<file path="config.mk">
export PLATFORM = sky130hd
export DESIGN_NAME = bscan_chain
export DESIGN_NICKNAME = d
export VERILOG_FILES = /design/src/rtl/bscan_pkg.sv /design/src/rtl/bscan_op_decode.sv /design/src/rtl/bscan_cell.sv /design/src/rtl/bscan_chain.sv
export SDC_FILE = /design/constraint.sdc
export NUM_CORES = 1
export LEC_CHECK = 0
export BUFFER_PORTS_ARGS = -buffer_cell sky130_fd_sc_hd__buf_2
export CAP_MARGIN = 30
export CORE_MARGIN = 3
export CORE_UTILIZATION = 35
export DETAILED_ROUTE_END_ITERATION = 8
export GPL_ROUTABILITY_DRIVEN = 0
export PLACE_DENSITY = 0.69
export SLEW_MARGIN = 20
export SYNTH_ARGS = -nofsm -noshare
export SYNTH_HDL_FRONTEND = slang
export SYNTH_SLANG_ARGS = --single-unit
export TNS_END_PERCENT = 5
</file>
<file path="constraint.sdc">
create_clock -name clk -period 2 [get_ports clk]
set_clock_uncertainty 0.1 [all_clocks]
set_input_delay 0.1 -clock clk [delete_from_list [all_inputs] [get_ports clk]]
set_output_delay 0.1 -clock clk [all_outputs]
set_load 0.1 [all_outputs]
</file>
<file path="src/rtl/bscan_pkg.sv">
package bscan_pkg;

    typedef enum logic [1:0] {
        OP_HOLD    = 2'd0,
        OP_CAPTURE = 2'd1,
        OP_SHIFT   = 2'd2
    } scan_op_e;

    typedef struct packed {
        logic stage;
        logic held;
    } cell_state_t;

    function automatic scan_op_e pick_op(input logic cap_i, input logic shf_i);
        if (shf_i)      return OP_SHIFT;
        else if (cap_i) return OP_CAPTURE;
        else            return OP_HOLD;
    endfunction

endpackage

</file>
<file path="src/rtl/bscan_op_decode.sv">
module bscan_op_decode
    import bscan_pkg::*;
(
    input  logic     capture,
    input  logic     shift,
    output scan_op_e op
);
    always_comb begin
        op = pick_op(capture, shift);
    end
endmodule

</file>
<file path="src/rtl/bscan_cell.sv">
module bscan_cell
    import bscan_pkg::*;
(
    input  logic     clk,
    input  logic     rst,
    input  scan_op_e op,
    input  logic     upd_en,
    input  logic     test_mode,
    input  logic     pin_val,
    input  logic     ser_in,
    output logic     core_val,
    output logic     ser_out,
    output logic     held_out
);
    cell_state_t st;

    always_ff @(posedge clk) begin
        if (rst) begin
            st <= '0;
        end else begin
            case (op)
                OP_SHIFT:   st.stage <= ser_in;
                OP_CAPTURE: st.stage <= pin_val;
                default:    st.stage <= st.stage;
            endcase
            if (upd_en) st.held <= st.stage;
        end
    end

    always_comb begin
        ser_out  = st.stage;
        held_out = st.held;
        core_val = test_mode ? st.held : pin_val;
    end
endmodule

</file>
<file path="src/rtl/bscan_chain.sv">
module bscan_chain
    import bscan_pkg::*;
#(
    parameter int N_CELLS = 8
) (
    input  logic               clk,
    input  logic               rst,
    input  logic               test_mode,
    input  logic               capture,
    input  logic               shift,
    input  logic               update,
    input  logic               sdi,
    input  logic [N_CELLS-1:0] par_in,
    output logic [N_CELLS-1:0] par_out,
    output logic               sdo
);
    localparam int LAST = N_CELLS - 1;

    scan_op_e           op;
    logic [N_CELLS:0]   link;
    logic [N_CELLS-1:0] cap_q;
    logic [N_CELLS-1:0] upd_q;

    bscan_op_decode u_dec (
        .capture (capture),
        .shift   (shift),
        .op      (op)
    );

    assign link[0] = sdi;

    for (genvar k = 0; k < N_CELLS; k++) begin : g_cell
        bscan_cell u_cell (
            .clk       (clk),
            .rst       (rst),
            .op        (op),
            .upd_en    (update),
            .test_mode (test_mode),
            .pin_val   (par_in[k]),
            .ser_in    (link[k]),
            .core_val  (par_out[k]),
            .ser_out   (link[k+1]),
            .held_out  (upd_q[k])
        );
        assign cap_q[k] = link[k+1];
    end

    assign sdo = cap_q[LAST];
endmodule

</file>
==> qor.yml, run 1 <==
synthesis:
  avgSynthCellArea_um2: 10.5
  ys_top_cells_by_area: "dfxtp_1, mux2i_1, mux2_2, a211oi_1, buf_4"
  synthCells: 78
  synth_top_area_share: 0.391
  synth-main-ff-cell: "dfxtp_1"
  async_flop_share: 0
  syn_nets: 93
  yosys-top-cells-count: "dfxtp_1, mux2i_1"
  synth_edf_count: 0
  synth_top_area_cell: "dfxtp_1"
  yosysSeqAreaShare: 0.391
  synth_cell_types: 12
  synth-seq-cells: 16
  ys_warn_count: 0
  synth_area_um2: 818
hold_path:
  whs_path_depth: 3
  min_path_type: "input port to register"
  holdPathEnd: "g_cell[0].u_cell.ser_out"
  hp-start: "sdi"
clock_tree:
  clk_latency_ns: 0.28
  numClockSinks: 16
  htreeDepth: 1
  post_cts_buffers: 0
  cts-buffers-inserted: 3
  clockRootBuffer: "clkbuf_4"
  cts_resized: 0
  cts_hold_buf: 0
  cts_max_path_buffers: 2
  path_clk_slew_ns: 0.09
  cts_tree: "built"
setup_path:
  cp-end-kind: "output pin"
  worstPathRequired_ns: 1.80
  r2r_end: "g_cell[1].u_cell.ser_out"
  worst-r2r-cell-count: 2
  worstReg2RegStart: "g_cell[0].u_cell.ser_out"
  critical_path_arrival_ns: 1.18
  ff2ff_setup_slack_ns: 1.05
  critPathLaunchType: "register"
  critPathKind: "register to output pin"
  crit_path_max_fanout: 2
timing:
  hold_violations: 0
  maxSlewHeadroom: 0.678
  period_minus_slack_ns: 1.38
  worstMarginPinSlew_ns: 0.486
  post-route-period-util: 0.691
  slew_viol_final: 0
  tns_ns: 0
  setup_viol: 0
  rsz0062_at_grt: "no"
  max_freq_mhz: 723
run:
  drv_cap: 0
power_and_ir_drop:
  ir_worst_vdd_mv: 0.691
  power_density_mw_per_mm2: 833
  p_leak_nw: 0.437
drt:
  totalWireLength_um: 1510
  drtIter0Drc: 6
  vias_per_cell: 4.80
  remaining_drc_errors: 0
  vias: 571
  wl_per_cell_um: 12.6
  antenna_left: 0
  dr.pass1.iters: 4
placement:
  placed_cells: 115
  port_buffers: 23
floorplan:
  initial_utilization: 0.393
  core_area_mm2: 0.00208
  pin_count: 24
  dieArea_mm2: 0.00295
  rows: 16
  die_w_um: 54.4
  die_h_um: 54.4
global_routing:
  overflow: 0
  grt_pass1_vias: 584
  grt_pass1_wl_um: 2590
  grt_max_degree: 17
  grt_use_total: 0.124
  antenna_found_initial: 0
run_status:
  status: "finished clean"
finish:
  fin_cells: 119
  fillCellCount: 205
  syn_to_final_growth_pct: 10.9
  antenna_cells: 0
  final_nets: 108
  drive_gt1_frac: 0.391
==> critical path, stage by stage, from the launching register on <==
cell     delay, ns
dfxtp_1       0.34
mux2_2        0.14
buf_2         0.41
==> metrics by stage <==
stage	utilization	area [um2]	power [mW]	hold slack (ns)	setup slack [ns]
4_1_cts	0.436	907	0.767	0.00194	0.600
6_report	0.436	907	0.756	0.00518	0.617
3_3_place_gp	0.418	871	0.555	0.306	0.835
3_5_place_dp	0.418	871	0.557	0.313	0.833
5_1_grt	0.436	907	0.802	0.00535	0.550
2_1_floorplan	-	818	0.538	0.191	0.492
==> report_power, final <==
part | internal, mW | total, mW | switching, mW
logic | 0.0569 | 0.201 | 0.144
clock network | 0.111 | 0.207 | 0.0964
registers | 0.337 | 0.348 | 0.0107
==> cell usage in the layout (no fill, tap or decap) <==
cell	instances
a211oi_1	8
and2b_1	6
buf_2	23
clkbuf_4	3
clkbuf_8	1
dfxtp_1	16
inv_2	1
mux2_2	8
mux2i_1	16
nor2_1	8
nor2b_1	2
==> layer usage <==
layer | up-vias | global-route usage | share of wire
met5 | - | 0 | 0
met4 | 0 | 0.0373 | 0.0060
met3 | 2 | 0.0490 | 0.074
met2 | 19 | 0.203 | 0.44
met1 | 257 | 0.148 | 0.48
li1 | 293 | - | -
==> logic make-up (layout without fill, tap and decap cells) <==
logic type,Yosys count,in the layout,synth area share
flip-flops,16,16,0.391
multiplexers,24,24,0.306
AND/OR/NAND/NOR,16,16,0.107
buffers and inverters,14,28,0.122
AO/OA/AOI/OAI,8,8,0.0734
==> area by class of cell <==
class / count / area [um2] / area share
Multi-Input combinational cell: 48 / 398 / 0.439
Sequential cell: 16 / 320 / 0.353
Timing Repair Buffer: 23 / 115 / 0.127
Clock buffer: 4 / 36.3 / 0.0400
Tap cell: 27 / 33.8 / 0.0372
Inverter: 1 / 3.75 / 0.00414
==> registers in the layout, indices dropped and copies added (netlist names) <==
signal,cells
g_cell.u_cell.ser_out,8
g_cell.u_cell.held_out,8
==> worst max path at each step <==
stage / startpoint / slack [ns] / end
floorplan: g_cell[7].u_cell.ser_out / 0.49 / g_cell[7].u_cell.ser_out
global placement: test_mode / 0.84 / par_out[4]
CTS: g_cell[7].u_cell.held_out / 0.60 / par_out[7]
detailed placement: test_mode / 0.83 / par_out[4]
global route: g_cell[2].u_cell.held_out / 0.55 / par_out[2]
finish: g_cell[7].u_cell.held_out / 0.62 / par_out[7]
(Power assumes the default switching activity.)
==> run 2: changes to the inputs <==
Settings changed: PLACE_DENSITY 0.69 to 0.71.
Clock period 2 ns to 1.2 ns, I/O delays scaled along.
==> qor.yml, run 2 (synthesis gave the netlist of run 1 again) <==
timing:
  post-route-period-util: 1.01
  max_freq_mhz: 826
  worstMarginPinSlew_ns: 0.310  # -0.176 ns
  period_minus_slack_ns: 1.21
  rsz0062_at_grt: "yes"
  hold_violations: 0  # unchanged
  maxSlewHeadroom: 0.793  # +0.115
  slew_viol_final: 0  # unchanged
  worst_slack_ns: -0.0101  # -0.628 ns
  setup_viol: 5  # +5
floorplan:
  die_h_um: 54.4  # unchanged
  initial_utilization: 0.393  # unchanged
  dieArea_mm2: 0.00295  # unchanged
  core_area_mm2: 0.00208  # unchanged
  rows: 16  # unchanged
  pin_count: 24  # unchanged
  die_w_um: 54.4  # unchanged
global_routing:
  grt_pass1_vias: 654  # +12%
  grt_max_degree: 17  # unchanged
  grt_use_total: 0.142  # +0.0179
  antenna_found_initial: 0  # unchanged
  grt_pass1_wl_um: 3060  # +18%
  overflow: 0  # unchanged
clock_tree:
  path_clk_slew_ns: 0.09  # about the same
  cts_tree: "built"
  cts_max_path_buffers: 2  # unchanged
  cts-buffers-inserted: 3  # unchanged
  htreeDepth: 1  # unchanged
  numClockSinks: 16  # unchanged
  clockRootBuffer: "clkbuf_4"
  post_cts_buffers: 0  # unchanged
  clk_latency_ns: 0.28  # about the same
setup_path:
  cp-end-kind: "output pin"
  worstPathRequired_ns: 1.04  # -0.76 ns
  crit_path_max_fanout: 2  # unchanged
  critical_path_arrival_ns: 1.05  # -0.13 ns
  critPathLaunchType: "register"
  critPathKind: "register to output pin"
finish:
  antenna_cells: 0  # unchanged
  final_cell_mix: "mux2i_1, buf_2, dfxtp_1, buf_12"
  multi_input_area_um2: 428  # +7.5%
  final_common_cell: "mux2i_1"
  final_nets: 109  # +0.93%
  seq_area_um2: 329  # +2.7%
  syn_to_final_growth_pct: 33.3
  fin_cells: 120  # +0.84%
  final_core_util: 0.524  # +0.0883
  drive_gt1_frac: 0.462  # +0.0711
  fillCellCount: 205  # unchanged
power_and_ir_drop:
  ir_worst_vdd_mv: 0.632  # -8.6%
  power_density_mw_per_mm2: 1250  # +51%
  p_leak_nw: 0.511  # +17%
drt:
  dr.pass1.iters: 4  # unchanged
  antenna_left: 0  # unchanged
  remaining_drc_errors: 0  # unchanged
  vias: 589  # +3.2%
  drtIter0Drc: 1  # -5
  wl_per_cell_um: 14.3  # +13%
  vias_per_cell: 4.91  # +2.3%
  totalWireLength_um: 1720  # +14%
run:
  drv_cap: 0  # unchanged
placement:
  placed_cells: 115  # unchanged
  dpl_worst_slack_ns: 0.102  # -0.731 ns
  port_buffers: 23  # unchanged
run_status:
  failed_checks: "negative setup slack"
  status: "finished with violations"
hold_path:
  min_path_type: "input port to register"
-- run 2: changes by cell type in the layout (fill, tap and decap cells not counted) --
cell / previous run / this run
buf_12: 0 / 9
buf_2: 23 / 14
mux2_2: 8 / 0
mux2_4: 0 / 8
dfxtp_1: 16 / 9
dfxtp_2: 0 / 7
dlygate4sd3_1: 0 / 1
-- run 2: repair_timing --
action	4_1_cts	5_1_grt
endpoints found under the hold margin	1	0
gates resized for setup	42	4
setup endpoints to repair	8	8
hold buffers	1	0
-- run 2: metal layers --
| metal | track usage | up-vias | wire, um |
|---|---|---|---|
| li1 | - | 292 | - |
| met1 | 0.183 | 277 | 764 |
| met2 | 0.233 | 20 | 851 |
| met3 | 0.0272 | 0 | 104 |
| met4 | 0.0498 | 0 | 0 |
| met5 | 0 | - | 0 |
-- run 2: per-stage QoR --
step	total power, mW	cell area [um2]	hold slack (ns)	setup TNS, ns
6_report	1.37	1090	0.0349	-0.0171
5_1_grt	1.43	1090	0.0462	-0.272
4_1_cts	1.38	1090	0.0250	-0.0918
3_5_place_dp	0.940	887	0.269	0
3_3_place_gp	0.934	887	0.289	0
2_1_floorplan	0.898	820	0.151	0
-- run 2: power breakdown --
group	leakage, nW	switching, mW	total (mW)	internal [mW]
logic	0.355	0.258	0.437	0.179
registers	0.135	0.0215	0.586	0.564
clock network	0.0210	0.161	0.346	0.184
total	0.511	0.441	1.37	0.927
-- run 2: path summary, 6_finish.rpt --
kind                            cells past startpoint                        end  slack [ns]                       from
worst max-delay path                                2                 par_out[3]       -0.01  g_cell[3].u_cell.held_out
worst min-delay path                                3   g_cell[2].u_cell.ser_out        0.03                  par_in[2]
worst max register to register                      2   g_cell[1].u_cell.ser_out        0.23   g_cell[0].u_cell.ser_out
worst min register to register                      2  g_cell[0].u_cell.held_out        0.40  g_cell[0].u_cell.held_out
-- run 2: layout make-up --
| cell class | instances | area share |
|---|---|---|
| sequential | 16 | 0.302 |
| timing repair buffer | 24 | 0.239 |
| multi-input combinational | 48 | 0.392 |
| inverter | 1 | 0.00344 |
| clock buffer | 4 | 0.0333 |
| tap | 27 | 0.0310 |
-- run 2: worst max-delay path: stages (launching register included) --
cell and delay [ns]:
dfxtp_2 0.33, mux2_4 0.27, buf_12 0.17
==> run 3: changes to the inputs <==
Settings changed: CORE_UTILIZATION 35 to 44, PLACE_DENSITY 0.71 to 0.72.
==> qor.yml, run 3 (synthesis gave the netlist of run 1 again) <==
power_and_ir_drop:
  power_density_mw_per_mm2: 1310  # +4.2%
  p_leak_nw: 0.479  # -6.3%
  netSwitchingPower_mw: 0.442  # about the same
  p_seq_frac: 0.435  # +0.007
  p_int_mw: 0.898  # -3.2%
  power_frac_clock: 0.267  # +0.014
  switching_share: 0.330  # +0.00730
  total_power_mw: 1.34  # -2.1%
  combPwrFrac: 0.298  # -0.021
  ir_worst_vdd_mv: 0.997  # +58%
finish:
  drive_gt1_frac: 0.430  # -0.0323
  final_common_cell: "mux2i_1"
  antenna_cells: 0  # unchanged
  syn_to_final_growth_pct: 25.2
  final_nets: 109  # unchanged
  final_cell_mix: "mux2i_1, buf_2, dfxtp_1, a211oi_1, nor2_1"
setup_path:
  crit_family: "flip-flops"
  cp-end-kind: "output pin"
  crit_path_max_fanout: 2  # unchanged
  worstPathRequired_ns: 1.04  # about the same
  critPathLaunchType: "register"
  critical_path_arrival_ns: 1.07  # +0.02 ns
  slowest_delay_ns: 0.32  # about the same
  crit_buf_inv: 1  # unchanged
  critPathKind: "register to output pin"
  cp_cell_sequence: "mux2_2, buf_6"
  critical-path-slowest-cell: "dfxtp_1"
placement:
  port_buffers: 23  # unchanged
  dpl_worst_slack_ns: 0.101  # -0.000538 ns
  dp_hpwl_um: 1020
clock_tree:
  cts_max_path_buffers: 2  # unchanged
  clockRootBuffer: "clkbuf_4"
  htreeDepth: 1  # unchanged
  cts_tree: "built"
  post_cts_buffers: 0  # unchanged
  path_clk_slew_ns: 0.09  # about the same
  cts-buffers-inserted: 3  # unchanged
  numClockSinks: 16  # unchanged
  clk_latency_ns: 0.29  # about the same
floorplan:
  pin_count: 24  # unchanged
  core_area_mm2: 0.00163  # -22%
  die_h_um: 49.1  # -9.6%
  die_w_um: 49.1  # -9.6%
  rows: 14  # -2
  dieArea_mm2: 0.00241  # -18%
  initial_utilization: 0.502  # +0.109
timing:
  rsz0062_at_grt: "yes"
  max_freq_mhz: 815  # -1.3%
  tns_ns: -0.135  # -0.118 ns
  slew_viol_final: 0  # unchanged
  hold_violations: 0  # unchanged
  maxSlewHeadroom: 0.807  # +0.0138
  worst_slack_ns: -0.0266  # -0.0164 ns
  post-route-period-util: 1.02  # +0.0137
  period_minus_slack_ns: 1.23  # +0.0164 ns
  worstMarginPinSlew_ns: 0.289  # -0.0207 ns
  setup_viol: 8  # +3
global_routing:
  grt_pass1_wl_um: 2410  # -21%
  grt_max_degree: 17  # unchanged
  antenna_found_initial: 0  # unchanged
  grt_use_total: 0.132  # -0.00971
  overflow: 0  # unchanged
  grt_pass1_vias: 553  # -15%
drt:
  antenna_left: 0  # unchanged
  remaining_drc_errors: 0  # unchanged
  vias_per_cell: 4.95  # +0.82%
  totalWireLength_um: 1530  # -11%
  vias: 579  # -1.7%
  drtIter0Drc: 0  # -1
  dr.pass1.iters: 1  # -3
  wl_per_cell_um: 13.1  # -8.6%
run:
  drv_cap: 0  # unchanged
run_status:
  failed_checks: "negative setup slack"
  status: "finished with violations"
hold_path:
  min_path_type: "input port to register"
[run 3: changes by cell type in the layout (fill, tap and decap cells not counted)]
cell / before / now
buf_12: 9 / 4
mux2_4: 8 / 3
buf_6: 0 / 4
dfxtp_1: 9 / 12
dfxtp_2: 7 / 4
buf_8: 0 / 1
mux2_2: 0 / 5
[run 3: what timing repair did]
| item | CTS | global route |
|---|---|---|
| hold buffers | 1 | 0 |
| gates resized for setup | 23 | 6 |
| setup endpoints to repair | 8 | 8 |
| hold endpoints to repair | 1 | 0 |
[run 3: final timing paths]
path,from,end,slack (ns),cells after the start
worst max register to register,g_cell[0].u_cell.ser_out,g_cell[1].u_cell.ser_out,0.26,2
worst min-delay path,rst,g_cell[6].u_cell.held_out,0.02,2
worst min register to register,g_cell[1].u_cell.held_out,g_cell[1].u_cell.held_out,0.39,2
worst max-delay path,g_cell[0].u_cell.held_out,par_out[0],-0.03,2
[run 3: layer usage]
layer,vias to the layer above,GRT usage,wire (um)
li1,295,-,-
met5,-,0,0
met4,0,0.0284,0
met1,264,0.156,710
met2,20,0.217,713
met3,0,0.0612,109
[run 3: layout make-up]
cell class	count	area (um2)
Fill cell	145	604
Clock buffer	4	36.3
Multi-Input combinational cell	48	409
Tap cell	24	30.0
Sequential cell	16	325
Timing Repair Buffer	24	220
Inverter	1	3.75
[run 3: per-stage QoR]
stage	hold WS, ns	util	std cells	area (um2)
3_5_place_dp	0.274	0.542	112	883
6_report	0.0164	0.629	117	1020
2_1_floorplan	0.151	-	78	820
4_1_cts	0.00364	0.618	117	1010
5_1_grt	0.00738	0.629	117	1020
3_3_place_gp	0.265	0.542	112	883
[run 3: power groups by stage]
stage | sequential [mW] | combinational, mW | clock [mW]
floorplan | 0.606 | 0.292 | 0
global placement | 0.593 | 0.340 | 0
detailed placement | 0.594 | 0.343 | 0
CTS | 0.582 | 0.390 | 0.376
global route | 0.587 | 0.417 | 0.401
finish | 0.583 | 0.399 | 0.357
